## src/rtl/swhw_field_pkg.sv

```systemverilog
package swhw_field_pkg;

  typedef enum logic [1:0] {
    FLD_PLAIN      = 2'd0,
    FLD_PULSE      = 2'd1,
    FLD_STICKY_BIT = 2'd2,
    FLD_STICKY_VAL = 2'd3
  } fld_mode_e;

  typedef enum logic {
    CLR_ON_READ   = 1'b0,
    CLR_ON_WRITE1 = 1'b1
  } fld_clr_e;

  function automatic logic mode_is_sticky(fld_mode_e m);
    return (m == FLD_STICKY_BIT) || (m == FLD_STICKY_VAL);
  endfunction

endpackage

```

## src/rtl/swf_sw_decode.sv

```systemverilog
module swf_sw_decode
  import swhw_field_pkg::*;
#(
  parameter fld_mode_e MODE = FLD_PLAIN,
  parameter fld_clr_e  CLR  = CLR_ON_READ
) (
  input  logic sw_req,
  input  logic sw_wr,
  output logic acc,
  output logic sw_load,
  output logic sw_clr,
  output logic mod
);
  localparam logic STICKY = mode_is_sticky(MODE);

  always_comb begin
    acc     = sw_req;
    sw_load = 1'b0;
    sw_clr  = 1'b0;
    if (sw_req) begin
      if (STICKY) begin
        if (CLR == CLR_ON_READ) sw_clr = !sw_wr;
        else                    sw_clr = sw_wr;
      end else begin
        sw_load = sw_wr;
      end
    end
    mod = sw_load | sw_clr;
  end

endmodule

```

## src/rtl/swf_hw_path.sv

```systemverilog
module swf_hw_path
  import swhw_field_pkg::*;
#(
  parameter int        WIDTH = 8,
  parameter fld_mode_e MODE  = FLD_PLAIN
) (
  input  logic [WIDTH-1:0] hw_next,
  input  logic             hw_we,
  input  logic             hw_we_n,
  input  logic [WIDTH-1:0] cur_q,
  output logic             hw_load,
  output logic [WIDTH-1:0] set_vec
);
  assign hw_load = hw_we | ~hw_we_n;

  generate
    if (MODE == FLD_STICKY_BIT) begin : g_bit
      assign set_vec = hw_next;
    end else if (MODE == FLD_STICKY_VAL) begin : g_val
      // capture only while empty; a held value locks out later inputs
      assign set_vec = (cur_q == '0) ? hw_next : '0;
    end else begin : g_none
      assign set_vec = '0;
    end
  endgenerate

endmodule

```

## src/rtl/swf_next_calc.sv

```systemverilog
module swf_next_calc
  import swhw_field_pkg::*;
#(
  parameter int        WIDTH = 8,
  parameter fld_mode_e MODE  = FLD_PLAIN,
  parameter fld_clr_e  CLR  = CLR_ON_READ
) (
  input  logic [WIDTH-1:0] cur_q,
  input  logic [WIDTH-1:0] sw_wdata,
  input  logic             sw_load,
  input  logic             sw_clr,
  input  logic [WIDTH-1:0] hw_next,
  input  logic             hw_load,
  input  logic [WIDTH-1:0] set_vec,
  output logic [WIDTH-1:0] nxt_q
);
  logic [WIDTH-1:0] clr_result;

  generate
    if (CLR == CLR_ON_READ) begin : g_rclr
      assign clr_result = '0;
    end else begin : g_w1c
      assign clr_result = cur_q & ~sw_wdata;
    end
  endgenerate

  always_comb begin
    unique case (MODE)
      FLD_PLAIN: begin
        if (sw_load)      nxt_q = sw_wdata;
        else if (hw_load) nxt_q = hw_next;
        else              nxt_q = cur_q;
      end
      FLD_PULSE: begin
        if (sw_load)      nxt_q = sw_wdata;
        else if (hw_load) nxt_q = hw_next;
        else              nxt_q = '0;
      end
      default: begin
        // software clear wins the whole cycle
        if (sw_clr) nxt_q = clr_result;
        else        nxt_q = cur_q | set_vec;
      end
    endcase
  end

endmodule

```

## src/rtl/swhw_field.sv

```systemverilog
module swhw_field
  import swhw_field_pkg::*;
#(
  parameter int               WIDTH     = 8,
  parameter fld_mode_e        MODE      = FLD_PLAIN,
  parameter fld_clr_e         CLR       = CLR_ON_READ,
  parameter logic [WIDTH-1:0] RESET_VAL = '0
) (
  input  logic             clk,
  input  logic             rst_n,
  input  logic             sw_req,
  input  logic             sw_wr,
  input  logic [WIDTH-1:0] sw_wdata,
  input  logic [WIDTH-1:0] hw_next,
  input  logic             hw_we,
  input  logic             hw_we_n,
  output logic [WIDTH-1:0] field_q,
  output logic             acc_pulse,
  output logic             mod_pulse
);
  logic             sw_load;
  logic             sw_clr;
  logic             hw_load;
  logic [WIDTH-1:0] set_vec;
  logic [WIDTH-1:0] nxt_q;

  swf_sw_decode #(.MODE(MODE), .CLR(CLR)) u_dec (
    .sw_req (sw_req),
    .sw_wr  (sw_wr),
    .acc    (acc_pulse),
    .sw_load(sw_load),
    .sw_clr (sw_clr),
    .mod    (mod_pulse)
  );

  swf_hw_path #(.WIDTH(WIDTH), .MODE(MODE)) u_hw (
    .hw_next(hw_next),
    .hw_we  (hw_we),
    .hw_we_n(hw_we_n),
    .cur_q  (field_q),
    .hw_load(hw_load),
    .set_vec(set_vec)
  );

  swf_next_calc #(.WIDTH(WIDTH), .MODE(MODE), .CLR(CLR)) u_nxt (
    .cur_q   (field_q),
    .sw_wdata(sw_wdata),
    .sw_load (sw_load),
    .sw_clr  (sw_clr),
    .hw_next (hw_next),
    .hw_load (hw_load),
    .set_vec (set_vec),
    .nxt_q   (nxt_q)
  );

  always_ff @(posedge clk or negedge rst_n) begin
    if (!rst_n) field_q <= RESET_VAL;
    else        field_q <= nxt_q;
  end

endmodule

```

## config.mk

```make
export PLATFORM = sky130hd
export DESIGN_NAME = swhw_field
export DESIGN_NICKNAME = d
export VERILOG_FILES = /design/src/rtl/swhw_field_pkg.sv /design/src/rtl/swf_sw_decode.sv /design/src/rtl/swf_hw_path.sv /design/src/rtl/swf_next_calc.sv /design/src/rtl/swhw_field.sv
export SDC_FILE = /design/constraint.sdc
export NUM_CORES = 1
export LEC_CHECK = 0
export BUFFER_PORTS_ARGS = -buffer_cell sky130_fd_sc_hd__buf_4
export CELL_PAD_IN_SITES_DETAIL_PLACEMENT = 0
export CELL_PAD_IN_SITES_GLOBAL_PLACEMENT = 1
export CORE_MARGIN = 3
export CORE_UTILIZATION = 29
export CTS_BUF_LIST = sky130_fd_sc_hd__clkbuf_16
export CTS_CLUSTER_DIAMETER = 40
export DETAILED_ROUTE_END_ITERATION = 8
export HOLD_SLACK_MARGIN = 0.03
export PLACE_DENSITY = 0.88
export SYNTH_ARGS = -nofsm -noshare
export SYNTH_HDL_FRONTEND = slang
export SYNTH_HIERARCHICAL = 1
export SYNTH_SLANG_ARGS = --single-unit
```

## constraint.sdc

```tcl
create_clock -name clk -period 1.9 [get_ports clk]
set_input_delay 0.38 -clock clk [delete_from_list [all_inputs] [get_ports clk]]
set_output_delay 0.38 -clock clk [all_outputs]
set_load 0.05 [all_outputs]
```

After elaboration in Yosys (flattened, before gate mapping)
Cells that the tools add are included.
Operators by class
  bitwise logic cells: 2
  equal/unequal tests: 0
  shifts and indexed selects: 0
  $add $sub $neg: 0
  reductions and logical operators: 1
  divide/modulo/power cells: 0
  mux-type cells: 3
  $lt $le $gt $ge: 0
  multiply operators: 0
Operators by type and width (count)
  2-to-1 mux 8 bit: 2
  nonzero test 2 bit: 1
  2-to-1 mux 1 bit: 1
  NOT 1 bit: 1
  bitwise OR 1 bit: 1
Storage, ports and cells
  memory bits (read-only): 0
  flip-flop bits (word level): 8
  memories kept: 0
  output and inout bits: 10
  bits in writable memories: 0
  bits in latches: 0
  word-level logic and storage cells: 7

Depth between registers and ports, before layout
  word-level depth: 4
  gate-level depth with buffers: 5

By module
The synthesis kept the hierarchy.
By module, submodules not included
  swhw_field: area an instance 200.2 sq um, seq. area each 200.2 sq um, cells each 8, instances 1
  swf_next_calc: area an instance 172.7 sq um, seq. area each 0.0 sq um, cells each 26, instances 1
  swf_hw_path: area an instance 70.1 sq um, seq. area each 0.0 sq um, cells each 10, instances 1
  swf_sw_decode: area an instance 32.5 sq um, seq. area each 0.0 sq um, cells each 5, instances 1

Least setup slack after synthesis
Ideal clock, no wire load.
  path type: input to register
  start: input sw_req
  end: register field_q[4]
  path slack: 553 ps
  library setup time: 121 ps
  stages: 4
  arrival: 1226 ps
  cells stage by stage: and2_1 -> buf_4 -> buf_6 -> o21ai_1
Between the ends
  cells in the longest elaborated chain, start to end: 2
RTL lines
  start: declaration: line swhw_field.sv:11  | input logic sw_req,
  2-to-1 mux 1 bit: line swf_sw_decode.sv:20  | if (sw_req) begin
  net sw_load: line swhw_field.sv:21  | logic sw_load;
  2-to-1 mux 8 bit: line swf_next_calc.sv:30  | if (sw_load) nxt_q = sw_wdata;
  net nxt_q[4]: line swhw_field.sv:25  | logic [WIDTH-1:0] nxt_q;
  end signal: assignment: line swhw_field.sv:58  | else field_q <= nxt_q;
  end: declaration: line swhw_field.sv:17  | output logic [WIDTH-1:0] field_q,
The timed path passes the listed nets, and every way through them passes these cells.
A chain may end at the register's enable or synchronous reset.

Final worst setup path
  start: input sw_req
  end: output mod_pulse
Between the ends
  cells in the longest elaborated chain, start to end: 1
RTL lines
  2-to-1 mux 1 bit: line swf_sw_decode.sv:20
  end: declaration: line swhw_field.sv:19  | output logic mod_pulse
No other way between the ends.

==> flow_summary.toml <==
[timing]
skew_ps = 0
period_share_pct = 83.0
relSlewSlack_pct = 66.0
drv_slew = 0
fin_tns_setup_ps = 0
layout_setup_ws_ps = 323
period_minus_slack_ps = 1580
worst_slew_pin_slew_ps = 510
rsz0062_at_grt = "no"
hold_viol = 0
setup_viol = 0
clock.fmax_mhz = 634

[run]
drv_cap = 0

[clocking]
root_buffer = "clkbuf_16"
cts_buffer_depth = 2
post_cts_buffers = 0
cts_tree = "yes"
clock_sinks = 8
clkTransAtPathRegs_ps = 40
cts_resized = 0
numCtsBuffers = 3
h-tree-depth = 1
clk_latency_ps = 230
cts_hold_buf = 1

[setup_path]
crit_chain = "buf_4, and2_1, buf_4"
cp.arrival_ps = 1200
slowest_delay_ps = 440
crit_slowest_cell = "and2_1"
path_max_fanout = 17
endpoint_kind = "primary output"
cp.required_ps = 1520
crit_path_frequent_cell = "buf_4"
crit_path_start_kind = "input pin"
rrSetupSlack_ps = 1170
crit_family = "simple AND/OR/NAND/NOR gates"
critical_path_class = "input pin to primary output"
path_buf_inv = 2

[layout]
nets = 93
top_regs = "field_q: 8 flops"
regMostFlops = "field_q"
syn_to_final_growth_pct = 74.4
fill_cells = 108
drive_gt1_share_pct = 49.3
n_antenna_cell = 0
largest_register_ffs = 8

[grt]
grt_antenna_before_repair = 0
grt-ovfl-total = 0
grt_pass1_vias = 406
track_usage_pct = 11.4
grt_max_degree = 18
grt_pass1_wl_um = 1560

[routing]
ant_nets = 0
via_per_inst = 4.60
vias = 382
wirelength_um = 903
wl_per_cell_um = 10.9
drc = 0
drtIter0Drc = 1
drt_pass1_iterations = 4

[floorplanning]
die-height_um = 43.2
rows = 12
core_um2 = 1200
dieArea_um2 = 1860
num_io_pins = 32
start_util_pct = 33.3
die_w_um = 43.2

[place]
port_buffers = 31
dp_slack_ps = 315
place_congestion = 0.639

[logic_synthesis]
yosys_warnings = 6
syn_inst = 38
avgSynthCellArea_um2 = 10.5
syn_nets = 60
synthesis.area_um2 = 400

[worst_hold_path]
hold_class = "input pin to flop"

[pwr]
leakage_nw = 0.378
peakVddDrop_mv = 0.577
powerDensity_nw_per_um2 = 1040

[run_status]
status = "completed"
placed cells by master, fill, tap and decap left out:
master          n
o21ai_1         8
mux2i_1         8
clkbuf_16       3
nand2b_1        1
nand2_1         8
dlygate4sd3_1   1
and2_1          1
buf_4          31
dfrtp_1         8
report_power, final:
part / switching [mW] / internal [mW]
Clock: 0.0782 / 0.271
Sequential: 0.00929 / 0.189
Combinational: 0.107 / 0.0698
Total: 0.194 / 0.530
worst register-to-register path, delay by kind of cell, from the launching register on:
| family | cells | cell delay [ps] |
|---|---|---|
| flip-flops | 1 | 370 |
| multiplexers | 1 | 150 |
| AO/OA/AOI/OAI | 1 | 80 |
cell type report:
class,instances,area [um2],area share (%)
clock buffer,3,75.1,10.8
multi-input combinational,26,163,23.3
sequential,8,200,28.7
tap,14,17.5,2.51
timing repair buffer,32,243,34.8
routing by layer:
layer  track usage (%)  vias up  wire length [um]
li1                  -      188                 -
met1              13.3      170               388
met2              18.0       24               406
met3              4.24        0               108
met4              5.42        0                 0
met5                 0        -                 0
stage by stage:
step | total power, mW | instances | hold slack (ps) | area [um2] | utilization [%]
global placement | 0.376 | 79 | 203 | 613 | 51.0
detailed placement | 0.377 | 79 | 205 | 613 | 51.0
global route | 0.753 | 83 | 379 | 698 | 58.1
finish | 0.724 | 83 | 366 | 698 | 58.1
floorplan | 0.310 | 38 | 84.4 | 400 | -
CTS | 0.734 | 83 | 364 | 698 | 58.1
path summary, 6_finish.rpt:
path / cells after the start / from / endpoint
worst max-delay path: 3 / sw_req / mod_pulse
worst min-delay path: 3 / sw_wdata[2] / field_q[2]
worst max register to register: 2 / field_q[5] / field_q[5]
worst min register to register: 2 / field_q[7] / field_q[7]
max in group asynchronous: 2 / rst_n / field_q[5]
min in group asynchronous: 2 / rst_n / field_q[3]
No activity file was read; power rests on OpenSTA's default activity.
